--- config.mk ---
export PLATFORM = sky130hd
export DESIGN_NAME = tpStage
export DESIGN_NICKNAME = d
export VERILOG_FILES = /design/src/rtl/tpStagePkg.sv /design/src/rtl/tpCElement.sv /design/src/rtl/tpStageCtrl.sv /design/src/rtl/tpStageData.sv /design/src/rtl/tpStage.sv
export SDC_FILE = /design/constraint.sdc
export NUM_CORES = 1
export LEC_CHECK = 0
export ABC_CLOCK_PERIOD_IN_PS = 1400
export BUFFER_PORTS_ARGS = -buffer_cell sky130_fd_sc_hd__buf_2
export CAP_MARGIN = 20
export CORE_AREA = 2 2 55 57
export CTS_CLUSTER_SIZE = 8
export DETAILED_ROUTE_END_ITERATION = 8
export DIE_AREA = 0 0 57 59
export PLACE_DENSITY = 0.79
export SLEW_MARGIN = 15
export SYNTH_ARGS = -nofsm -noshare
export SYNTH_HDL_FRONTEND = slang
export SYNTH_SLANG_ARGS = --single-unit
--- constraint.sdc ---
create_clock -name clk -period 1.4 [get_ports clk]
set_input_delay 0.28 -clock clk [delete_from_list [all_inputs] [get_ports clk]]
set_output_delay 0.28 -clock clk [all_outputs]
set_load 0.02 [all_outputs]
--- src/rtl/tpStagePkg.sv ---
package tpStagePkg;

  // strobes from control to datapath
  typedef struct packed {
    logic capture;
    logic pass;
  } stageStrobe_t;

  // completion events from datapath back to control
  typedef struct packed {
    logic captureDone;
    logic passDone;
  } stageDone_t;

  typedef enum logic [1:0] {
    ST_EMPTY = 2'd0,
    ST_CAPT  = 2'd1,
    ST_FULL  = 2'd2,
    ST_PASS  = 2'd3
  } stageState_t;

endpackage

--- src/rtl/tpCElement.sv ---
module tpCElement #(
  parameter int NIN = 2
) (
  input  logic           clk,
  input  logic           rstN,
  input  logic           en,
  input  logic [NIN-1:0] in,
  output logic           fire,
  output logic           cOut
);

  logic [NIN-1:0] moved;

  // an input has moved when its level differs from the last output phase
  for (genvar g = 0; g < NIN; g++) begin : g_moved
    assign moved[g] = in[g] ^ cOut;
  end

  always_comb fire = en & (&moved);

  always_ff @(posedge clk) begin
    if (!rstN) cOut <= 1'b0;
    else       cOut <= cOut ^ fire;
  end

endmodule

--- src/rtl/tpStageCtrl.sv ---
module tpStageCtrl
  import tpStagePkg::*;
(
  input  logic         clk,
  input  logic         rstN,
  input  logic         upReq,
  input  logic         dnAck,
  input  stageDone_t   done,
  output stageStrobe_t stb,
  output logic         upAck,
  output logic         dnReq
);

  localparam int RDV_IN = 2;

  stageState_t state, stateNxt;
  logic        fire;
  logic        cOut;
  logic [RDV_IN-1:0] rdvIn;

  // the rendezvous sees the request and the inverted downstream acknowledge
  assign rdvIn = {upReq, ~dnAck};

  tpCElement #(.NIN(RDV_IN)) i_rdv (
    .clk  (clk),
    .rstN (rstN),
    .en   (state == ST_EMPTY),
    .in   (rdvIn),
    .fire (fire),
    .cOut (cOut)
  );

  always_comb begin
    stb.capture = fire;
    stb.pass    = (state == ST_FULL) && (dnAck == dnReq);
  end

  always_comb begin
    stateNxt = state;
    unique case (state)
      ST_EMPTY: if (stb.capture)      stateNxt = ST_CAPT;
      ST_CAPT:  if (done.captureDone) stateNxt = ST_FULL;
      ST_FULL:  if (stb.pass)         stateNxt = ST_PASS;
      ST_PASS:  if (done.passDone)    stateNxt = ST_EMPTY;
      default:                        stateNxt = ST_EMPTY;
    endcase
  end

  always_ff @(posedge clk) begin
    if (!rstN) begin
      state <= ST_EMPTY;
      upAck <= 1'b0;
      dnReq <= 1'b0;
    end else begin
      state <= stateNxt;
      if (state == ST_CAPT && done.captureDone) begin
        upAck <= ~upAck;
        dnReq <= ~dnReq;
      end
    end
  end


  capture_needs_req_chk: assert property (@(posedge clk) disable iff (!rstN)
    stb.capture |-> (upReq != upAck) && (dnAck == dnReq));


  ack_after_capture_chk: assert property (@(posedge clk) disable iff (!rstN)
    (upAck != $past(upAck)) |-> $past(stb.capture, 2));


  strobe_excl_chk: assert property (@(posedge clk) disable iff (!rstN)
    $onehot0({stb.capture, stb.pass}));


  phase_match_chk: assert property (@(posedge clk) disable iff (!rstN)
    (state == ST_FULL) |-> (cOut == upAck));

endmodule

--- src/rtl/tpStageData.sv ---
module tpStageData
  import tpStagePkg::*;
#(
  parameter int DATA_W = 16
) (
  input  logic              clk,
  input  logic              rstN,
  input  stageStrobe_t      stb,
  input  logic [DATA_W-1:0] upData,
  output stageDone_t        done,
  output logic [DATA_W-1:0] dnData
);

  logic              holdQ;
  logic [DATA_W-1:0] dataQ;
  logic              capDoneQ;
  logic              passDoneQ;

  always_ff @(posedge clk) begin
    if (!rstN) begin
      holdQ     <= 1'b0;
      dataQ     <= '0;
      capDoneQ  <= 1'b0;
      passDoneQ <= 1'b0;
    end else begin
      capDoneQ  <= stb.capture;
      passDoneQ <= stb.pass;
      if (stb.capture) begin
        holdQ <= 1'b1;
        dataQ <= upData;
      end else if (stb.pass) begin
        holdQ <= 1'b0;
      end
    end
  end

  always_comb begin
    done.captureDone = capDoneQ;
    done.passDone    = passDoneQ;
    dnData           = holdQ ? dataQ : upData;
  end


  no_capture_while_held_chk: assert property (@(posedge clk) disable iff (!rstN)
    stb.capture |-> !holdQ);


  pass_only_when_held_chk: assert property (@(posedge clk) disable iff (!rstN)
    stb.pass |-> holdQ);

endmodule

--- src/rtl/tpStage.sv ---
module tpStage
  import tpStagePkg::*;
#(
  parameter int DATA_W = 16
) (
  input  logic              clk,
  input  logic              rstN,
  input  logic              upReq,
  input  logic [DATA_W-1:0] upData,
  output logic              upAck,
  output logic              dnReq,
  output logic [DATA_W-1:0] dnData,
  input  logic              dnAck
);

  stageStrobe_t stb;
  stageDone_t   done;

  tpStageCtrl i_ctrl (
    .clk   (clk),
    .rstN  (rstN),
    .upReq (upReq),
    .dnAck (dnAck),
    .done  (done),
    .stb   (stb),
    .upAck (upAck),
    .dnReq (dnReq)
  );

  tpStageData #(.DATA_W(DATA_W)) i_data (
    .clk    (clk),
    .rstN   (rstN),
    .stb    (stb),
    .upData (upData),
    .done   (done),
    .dnData (dnData)
  );


  dn_hold_chk: assert property (@(posedge clk) disable iff (!rstN)
    ((dnReq != dnAck) && $past(dnReq != dnAck)) |-> $stable(dnData));

endmodule

After elaboration in Yosys (flattened, before gate mapping) --
Index checks and enable logic that the tools add are counted.
Cells by class: equality and inequality tests 8, bitwise operators 7, reductions and logical operators 6, muxes and demuxes 8
Operators with widths (number):
- $mux 16 | 1
- $mux 2 | 4
- $ne 2x1->1 const B | 4
- $pmux 2 s4 | 1
- $eq 2x2->1 const B | 2
- $reduce_and 4->1 | 1
- $not 1->1 | 3
- $xor 1x1->1 | 3
- $eq 2x1->1 const B | 1
- $logic_and 1x1->1 | 2
- $logic_not 2->1 | 1
- $mux 1 | 2
- $reduce_and 2->1 | 1
- $reduce_bool 2->1 | 1
- $and 1x1->1 | 1
- $eq 1x1->1 | 1
Word-level totals: bits of input ports 20, output and inout bits 18, flip-flop bits (word level) 24

Longest topological paths before layout --
Gate-level depths: netlist (run 1).
word-level depth 6, depth in mapped cells 7, gate-level depth less buffers 6

Hierarchy --
Synthesis (run 1) repeated with hierarchy kept, for this count alone.
Second synthesis, totals: cell total of the unflattened synthesis 115, area total of the unflattened synthesis 1323.8 um^2
By module, submodules not included:
- tpStageData | instances 1, area each 965.9 um^2, cells each 78
- tpStageCtrl | instances 1, area each 282.8 um^2, cells each 29
- tpCElement | instances 1, area each 75.1 um^2, cells each 8

Worst setup path after synthesis (run 1) --
Ideal clock, no wire load.
path kind register -> output, from register i_data.holdQ, to output port dnData[10], required time 1.120 ns, cell stages (with the launch flop) 4, path buffers 2, path slack 0.044 ns, arrival time 1.076 ns, path through dfxtp_1 > buf_2 > buf_2 > mux2_2
Between the ends: cells in the longest elaborated chain, start to end 1
RTL lines:
- start: declaration | RTL line tpStageData.sv:14 | logic holdQ;
- start signal: assignment | RTL line tpStageData.sv:21 | holdQ <= 1'b0;
- start signal: assignment | RTL line tpStageData.sv:29 | holdQ <= 1'b1;
- start signal: assignment | RTL line tpStageData.sv:32 | holdQ <= 1'b0;
- $mux 16 | RTL line tpStageData.sv:40 | dnData = holdQ ? dataQ : upData;
- end: declaration | RTL line tpStage.sv:12 | output logic [DATA_W-1:0] dnData,
Every way passes these cells.

Worst setup path in the final report (run 1) --
from register i_data.holdQ, to output port dnData[9]
Same word-level chain as after synthesis.

==> impl_results.md, run 1 <==
- Reg area: 488 um^2
- Power density over the cells: 1570 mW/mm^2
- Largest net degree at the start of global routing: 23
- RR Startpoint: i_ctrl.i_rdv.cOut
- Unrepaired setup endpoints after global routing: yes
- Yosys warnings: 0
- TritonCTS clock tree: yes
- Final setup viols: 16
- # port buffers: 37
- Startpoint Class: flop
- TritonCTS Sinks: 24
- # DRC: 0
- Ports: 38
- Most crowded layer after global routing: met2
- WP buf/inv: 2
- GPL Wtd Cong: 0.662
- HP Class: primary input to flop
- Total number of vias: 946
- Die area: 0.00336 mm^2
- Vias in the first global route: 963
- Met3 Resource Use GR: 5.02%
- Detailed placement HPWL: 1690 um
- Hold WS: 0.205 ns
- Hold Startpoint: upData[12]
- Max_slew headroom: 81.4%
- Fin area: 0.00173 mm^2
- CTS buffer count: 3
- Synth top area share: 40.8%
- Crit-path leading delay family: flip-flops
- Placed standard-cell area: 0.00140 mm^2
- Worst-path clk slew: 0.13 ns
- Global-route track usage on met2: 30.9%
- Cell variety after synth: 20
- Critical Path RT: 1.12 ns
- Yosys top cell by area: dfxtp_1
- Grt met1 use: 19.4%
- Core Footprint: 0.00271 mm^2
- CP Launch Point: i_data.holdQ
- Initial antenna violation count: 0
- CP max-delay cell: dfxtp_4
- Slew Viols, Final: 0
- H-tree depth: 1
- DRT antenna net count: 0
- Final worst path period need: 1.58 ns
- Antenna Cells: 0
- Share of cells above drive strength 1: 47.8%
- Failing checks: negative setup slack
- Top cells by area, synth: dfxtp_1 (41%), mux2i_1 (15%), mux2_2 (15%)
- Fmax: 631 MHz
- Worst Setup Path Type: flop to primary output
- Crit-path most repeated cell: buf_6
- Chip width: 57 um
- WL per Instance: 14.5 um
- Static Leak: 0.889 nW
- Final hold violations: 0
- Sequential share of the synthesized area: 40.8%
- Multi-input gate area: 702 um^2
- Max Cap Violations: 0
- Cell Rows: 19
- First-pass GRT wire length: 4380 um
- Placed Instances: 180
- Clk Latency, worst-skew pair: 0.32 ns
- CP cell instances: buf_6 > mux2_4 > buf_6
- Final WL: 2750 um
- Synth Cell Area: 0.00118 mm^2
- CP arrival: 1.30 ns
- Post-Route Skew: 0.00621 ns
- Post-route worst setup slack: -0.184 ns
- Synth-to-Final Area Change: 46.7%
- Starting density of the core: 43.4%
- Avg Vias per Cell: 4.98
- Least-Margin Pin Slew: 0.277 ns
- Layout Nets: 185
- Final worst-path cycle share: 113%
- Status: finished, violations left
- Hold-fix buffers, CTS: 0
- Fin cells: 190
- Total global routing overflow: 0
- Die height: 59 um
- Syn_nets: 139
- CP endpoint kind: primary output
- Total GRT Usage: 16.6%
- Pre-antenna DRT Iters: 4
- Register bit total from synthesis: 24
- CTS root buf: clkbuf_4
- Avg Cell Area, Syn: 10.3 um^2
- Gate Count Post-Synth: 114
- Worst-path maximum fanout: 6
- VDD IR-drop max: 1.04 mV
- Fillers: 225
- Clk buf depth: 2
- Critical Path Max Stage Delay: 0.40 ns
- Initial DRC count: 10
[stage by stage]
| step | power (mW) | setup WS, ns | TNS [ns] | util (%) |
|---|---|---|---|---|
| global placement | 1.77 | 0.0759 | 0 | 51.5 |
| finish | 2.71 | -0.184 | -2.77 | 63.7 |
| detailed placement | 1.81 | -0.0110 | -0.0110 | 51.5 |
| floorplan | 1.60 | 0.0436 | 0 | - |
| CTS | 2.56 | -0.207 | -3.08 | 60.2 |
| global route | 2.86 | -0.241 | -3.78 | 63.7 |
[kinds of logic after synthesis]
family	after synthesis	share of synthesized area [%]
muxes	34	30.6
and+or+nand+nor	30	11.3
DFF	24	40.8
buffers and inverters	12	6.06
AOI/OAI and AO/OA	5	2.98
adders and majority gates	5	5.31
xor gates and xnor gates	4	2.98
[synth_stat cells, drive strengths merged]
library cell  count
or2               1
nor3b             1
a21oi             1
o21ai             2
o22ai             1
and3b             1
nand2             5
ha                5
dfxtp            24
a221o             1
mux2             16
inv               6
clkbuf            2
nor2             22
xor2              4
buf               4
mux2i            18
[per-layer routing]
metal	up-vias	routed length, um
met5	-	0
met2	26	1490
met3	2	143
met4	0	10
met1	451	1110
li1	467	-
[timing repair]
item                       CTS  global route
setup buffers                0             3
pin swaps                    0             1
setup endpoints to repair   19            25
cloned                       1             2
gates resized for setup     55             6
[power by group]
group	switching, mW	leakage [nW]	internal, mW
Combinational	0.574	0.664	0.740
Clock	0.208	0.0279	0.290
Sequential	0.0911	0.198	0.811
Total	0.873	0.889	1.84
[placed cells by master (no fill, tap or decap), drive strengths merged]
master	n
a21oi	1
a221o	1
and3b	1
buf	45
bufinv	1
clkbuf	5
dfxtp	24
ha	5
inv	6
mux2	16
mux2i	18
nand2	5
nor2	22
nor3b	1
o21ai	2
o22ai	1
or2	1
xor2	4
[final timing paths]
path	end	slack [ns]	depth (start not counted)
hold reg to reg	i_ctrl.state[0]	0.50	2
setup reg to reg	i_data.dataQ[11]	0.03	5
hold / removal	i_data.dataQ[12]	0.21	3
setup / recovery	dnData[9]	-0.18	3
[flip-flops by register name, summed over array words and instances, names as in the netlist]
| register | count |
|---|---|
| i_data.dataQ | 16 |
| i_ctrl.upAck | 1 |
| i_ctrl.i_rdv.cOut | 1 |
| i_data.capDoneQ | 1 |
| i_data.passDoneQ | 1 |
| i_ctrl.dnReq | 1 |
| i_data.holdQ | 1 |
| i_ctrl.state | 2 |
[area by class of cell]
type,count,area share [%]
multi-input cells,78,40.7
flip-flops and latches,24,28.3
repair buffers,47,24.5
well taps,31,2.25
clock inverters,1,1.74
clock buffers,3,1.30
inverters,6,1.30
[tightest hold or removal path: cells and delay by family]
family                 cells  cell delay (ns)
buffers and inverters      1             0.09
and+or+nand+nor            1             0.07
muxes                      1             0.06
Note: power is estimated with default switching activity, not from simulation.
==> inputs of run 2 (changes only) <==
Settings changed: ABC_AREA set to 1, CORE_AREA 2 2 55 57 to 2 2 57 59, DIE_AREA 0 0 57 59 to 0 0 59 61, PLACE_DENSITY 0.79 to 0.71.
==> impl_results.md, run 2 <==
- Chip width: 59 um
- First-pass GRT wire length: 4310 um
- RR Startpoint: i_ctrl.state[1]
- Top cells by area, synth: dfxtp_1 (38%), a21oi_1 (9.8%), a21oi_2 (8.3%)
- Avg Cell Area, Syn: 7.67 um^2
- Max FFs per register: 16
- # DRC: 0
- Total number of vias: 1194
- Leading cell type in the layout, fill and taps excluded: a21oi_2
- Worst-path clk slew: 0.13 ns
- WHS Path Cells: 3
- Vias in the first global route: 989
- GPL Wtd Cong: 0.703
- Unrepaired setup endpoints after global routing: yes
- Fin cells: 244
- # port buffers: 37
- Final WL: 3020 um
- Post-placement setup slack: 0.0835 ns
- Final worst-path cycle share: 107%
- Initial antenna violation count: 0
- Status: finished, violations left
- Total GRT Usage: 15.8%
- Syn_nets: 191
- Yosys top cell by area: dfxtp_1
- Gate Count Post-Synth: 166
- Total design power: 3.57 mW
- Final hold violations: 0
- HP Class: primary input to flop
- Slew Viols, Final: 0
- CTS root buf: clkbuf_4
- EDFF count, synth: 0
- Least-Margin Pin Slew: 0.222 ns
- Post-Route Skew: 0.00176 ns
- Hold Startpoint: upData[5]
- Starting density of the core: 43.1%
- Worst R2R Setup Slack: 0.08 ns
- Synth-to-Final Area Change: 41.3%
- Worst reg2reg path depth: 6
- Share of cells above drive strength 1: 50.7%
- Initial DRC count: 29
- Die area: 0.00360 mm^2
- Synth Cell Area: 0.00127 mm^2
- Total global routing overflow: 0
- Setup TNS: -1.21 ns
- Most frequent cells in the layout: a21oi_2 (27), inv_1 (26), dfxtp_1 (23), buf_2 (21), buf_4 (20)
- Critical Path RT: 1.12 ns
- Detailed placement HPWL: 1810 um
- Fin area: 0.00180 mm^2
- Layout Nets: 237
- Placed Instances: 235
- Core Footprint: 0.00295 mm^2
- TritonCTS Sinks: 24
- TritonCTS clock tree: yes
- Hold-fix buffers, CTS: 0
- Avg Vias per Cell: 4.89
- Startpoint Class: flop
- DRT antenna net count: 0
- Dominant synthesized flop cell: dfxtp_1
- R2r endpoint: i_data.dataQ[1]
- FFs w/ async S/R, synth: 0%
- CTS buffer count: 3
- Post-synth top cells: inv_1 (26), a21oi_1 (25), dfxtp_1 (24)
- Static Leak: 0.782 nW
- Worst Setup Path Type: flop to primary output
- WL per Instance: 12.4 um
- Final setup viols: 16
- Final worst path period need: 1.49 ns
- Clk Latency, worst-skew pair: 0.32 ns
- Worst Hold Path EP: i_data.dataQ[5]
- Yosys warnings: 0
- Cell Rows: 20
- H-tree depth: 1
- Failing checks: negative setup slack
- Power density over the cells: 1980 mW/mm^2
- Pre-antenna DRT Iters: 4
- Max Cap Violations: 0
- CP endpoint kind: primary output
- VDD IR-drop max: 1.08 mV
- Antenna Cells: 0
- Worst-path maximum fanout: 8
- Max_slew headroom: 85.2%
- Reg with most FFs: i_data.dataQ
- Clk buf depth: 2
- Placed standard-cell area: 0.00152 mm^2
- Biggest regs: i_data.dataQ x16, i_ctrl.state x2
- Cell variety after synth: 19
- Ports: 38
- Sequential share of the synthesized area: 37.7%
- Post-route worst setup slack: -0.0919 ns
- Die height: 61 um
- Synth top area share: 37.7%
- Register bit total from synthesis: 24
- CP arrival: 1.21 ns
- Largest net degree at the start of global routing: 18
- Fmax: 670 MHz
- Most numerous cell in the Yosys netlist: inv_1
[run 2: cell types whose count changed after synthesis, moves of 2 or more]
cell / before / now
a21oi_1: 1 / 25
inv_1: 6 / 26
mux2i_1: 18 / 0
mux2_2: 16 / 0
a21oi_2: 0 / 12
nand2_1: 5 / 16
o21ai_2: 1 / 11
o21ai_0: 1 / 7
nand3_1: 0 / 3
xor2_1: 4 / 1
inv_2: 0 / 2
nand2_2: 0 / 2
[run 2: through the flow]
stage	hold WS [ns]	util, %
2_1_floorplan	0.429	-
3_3_place_gp	0.448	51.4
3_5_place_dp	0.446	51.4
4_1_cts	0.214	57.5
5_1_grt	0.222	60.9
6_report	0.224	60.9
[run 2: worst max-delay path: stages (launching register included)]
cell and delay, ns:
dfxtp_4 0.40, clkbuf_16 0.17, nor2_2 0.13, a21oi_2 0.04
buf_4 0.15
[run 2: final cells by class]
class,instances,area [um^2]
flip-flops and latches,24,484
inverters,28,105
multi-input cells,106,714
repair buffers,49,402
clock buffers,3,22.5
well taps,33,41.3
clock inverters,1,30.0
fillers,272,1150
[run 2: power by group]
part	total, mW	switching [mW]	leakage [nW]	internal (mW)
Combinational	2.08	1.16	0.556	0.916
Clock	0.506	0.216	0.0279	0.290
Sequential	0.979	0.0849	0.198	0.894
Total	3.57	1.47	0.782	2.10
[run 2: worst max-delay path by stage]
stage | start | endpoint | cells after the start
floorplan | i_data.holdQ | dnData[10] | 4
detailed placement | i_ctrl.state[1] | i_data.dataQ[8] | 6
global route | i_data.holdQ | dnData[3] | 4
finish | i_data.holdQ | dnData[3] | 4
CTS | i_data.holdQ | dnData[5] | 4
global placement | i_ctrl.state[1] | i_data.dataQ[6] | 6
[run 2: cells by family (layout without fill, tap and decap cells)]
kind of cell,after synthesis,after routing,share of synthesized area [%]
AO/OA/AOI/OAI,55,55,28.4
AND/OR/NAND/NOR,44,45,14.7
buffers and inverters,37,81,13.6
flip-flops,24,24,37.7
adder cells (fa/ha/maj),5,5,4.91
XOR/XNOR,1,1,0.688
[run 2: metal layers]
metal	track usage [%]	wire (um)	part of all wire [%]	vias to the layer above
li1	-	-	-	621
met1	19.2	1320	43	545
met2	28.3	1580	52	26
met3	3.84	109	3.6	2
met4	3.90	18	0.60	0
met5	0	0	0	-
[run 2: repair_timing]
| item | in CTS | in global routing |
|---|---|---|
| pin swaps | 0 | 2 |
| endpoints found under the setup margin | 16 | 26 |
| buffers inserted | 0 | 2 |
| gates resized for setup | 34 | 13 |
| cloned | 1 | 2 |
| hold endpoints to repair | 0 | 0 |
==> inputs of run 3 (changes only) <==
Settings changed: ABC_AREA 1 to unset, CORE_AREA 2 2 57 59 to 2 2 55 57, DIE_AREA 0 0 59 61 to 0 0 57 59, PLACE_DENSITY 0.71 to 0.72.
==> impl_results.md, run 3 (synthesis gave the netlist of run 1 again) <==
- Initial DRC count: 26
- Pre-antenna DRT Iters: 3
- Worst reg2reg path depth: 5
- Final worst-path cycle share: 114%
- Reg with most FFs: i_data.dataQ
- Total GRT Usage: 17.5%
- Static Leak: 0.887 nW
- Initial antenna violation count: 0
- Share of cells above drive strength 1: 50.9%
- Antenna Cells: 0
- Ports: 38
- GPL Wtd Cong: 0.738
- Final setup viols: 16
- H-tree depth: 1
- First-pass GRT wire length: 4560 um
- Core Footprint: 0.00271 mm^2
- VDD IR-drop max: 1.41 mV
- Total design power: 2.73 mW
- Most frequent cells in the layout: nor2_1 (22), buf_2 (21), dfxtp_1 (20), mux2i_1 (18), buf_6 (18)
- Sw Ratio: 32.1%
- Sequential power share: 33.0%
- Slew Viols, Final: 0
- Power Internal: 1.85 mW
- Total number of vias: 943
- Die height: 59 um
- Critical Path RT: 1.12 ns
- Worst Hold Path EP: i_data.dataQ[0]
- Gate power share: 48.5%
- Max FFs per register: 16
- TritonCTS clock tree: yes
- Post-Route Skew: 0.00699 ns
- Fillers: 226
- # port buffers: 37
- Total global routing overflow: 0
- Final worst path period need: 1.60 ns
- Synth-to-Final Area Change: 47.6%
- R2r endpoint: i_data.dataQ[6]
- Startpoint Class: flop
- Final WL: 2630 um
- RR Startpoint: i_ctrl.i_rdv.cOut
- Fmax: 626 MHz
- Avg Vias per Cell: 4.96
- Detailed placement HPWL: 1610 um
- Biggest regs: i_data.dataQ x16, i_ctrl.state x2
- Layout Nets: 185
- Worst Setup Path Type: flop to primary output
- Leading cell type in the layout, fill and taps excluded: nor2_1
- Hold Startpoint: upData[0]
- Worst-path maximum fanout: 8
- CTS root buf: clkbuf_4
- Clk Latency, worst-skew pair: 0.32 ns
- Cell Rows: 19
- WL per Instance: 13.8 um
- Power density over the cells: 1570 mW/mm^2
- TritonCTS Sinks: 24
- Worst-path clk slew: 0.14 ns
- Net Switching: 0.876 mW
- Largest net degree at the start of global routing: 23
- Max_slew headroom: 82.9%
- Worst R2R Setup Slack: 0.05 ns
- CP arrival: 1.32 ns
- DRT antenna net count: 0
- # DRC: 0
- Max Cap Violations: 0
- Chip width: 57 um
- Vias in the first global route: 985
- Status: finished, violations left
- Least-Margin Pin Slew: 0.256 ns
- CP endpoint kind: primary output
- Final hold violations: 0
- Post-route worst setup slack: -0.197 ns
- WHS Path Cells: 3
- Die area: 0.00336 mm^2
- Failing checks: negative setup slack
- Unrepaired setup endpoints after global routing: yes
- Final Core Density: 64.1%
- CTS buffer count: 3
- Starting density of the core: 43.4%
- Clock share of power: 18.5%
- Clk buf depth: 2
- HP Class: primary input to flop
## run 3: changes by cell type in the layout (fill, tap and decap cells not counted), moves of 8 or more
cell     before  now
inv_1        26    4
buf_6         3   18
mux2i_1       0   18
mux2_4        0   16
a21oi_1      10    1
a21oi_2      27    0
nand2_1      16    5
nor2_1       14   22
buf_4        20    4
o21ai_2      11    0
## run 3: how the worst max path moves through the flow
stage	slack [ns]	to	startpoint	cells past startpoint
CTS	-0.20	dnData[8]	i_data.holdQ	3
detailed placement	0.02	i_data.dataQ[1]	i_ctrl.state[0]	6
global placement	0.07	i_data.dataQ[9]	dnAck	6
floorplan	0.04	dnData[10]	i_data.holdQ	3
finish	-0.20	dnData[10]	i_data.holdQ	3
global route	-0.24	dnData[10]	i_data.holdQ	3
## run 3: per-layer routing
layer  vias to the layer above  track usage (%)  routed length [um]
met4                         0             4.98                  25
li1                        466                -                   -
met5                         -                0                   0
met3                         5             4.37                 129
met2                        25             31.7                1360
met1                       447             20.6                1120
## run 3: what timing repair did
item / CTS / global route
hold buffers: 0 / 0
resized for setup: 56 / 11
setup buffers: 0 / 3
setup endpoints to repair: 18 / 33
pin swaps: 0 / 4
gates cloned: 1 / 1
## run 3: per-stage QoR
step	hold WS, ns	std cells	instance area [um^2]	TNS [ns]	worst slack [ns]
6_report	0.199	190	1740	-2.81	-0.197
5_1_grt	0.211	190	1740	-3.61	-0.237
3_3_place_gp	0.470	181	1400	0	0.0732
4_1_cts	0.192	186	1660	-2.89	-0.196
3_5_place_dp	0.482	181	1400	0	0.0224
2_1_floorplan	0.424	114	1180	0	0.0436
## run 3: layout make-up
class | count | area [um^2] | area share, %
well taps | 31 | 38.8 | 2.23
repair buffers | 47 | 423 | 24.3
clock inverters | 1 | 30.0 | 1.73
multi-input cells | 78 | 713 | 41.0
flip-flops and latches | 24 | 488 | 28.1
inverters | 6 | 22.5 | 1.30
clock buffers | 3 | 22.5 | 1.30
## run 3: critical path, stage by stage (launching register included)
cell and delay, ns:
dfxtp_4 0.40, buf_8 0.15, mux2_4 0.32, buf_6 0.13
## run 3: power groups by stage
stage	combinational, mW	clock [mW]	sequential (mW)
finish	1.32	0.505	0.900
global route	1.42	0.539	0.914
CTS	1.21	0.507	0.894
detailed placement	0.925	0	0.891
global placement	0.896	0	0.884
floorplan	0.726	0	0.872
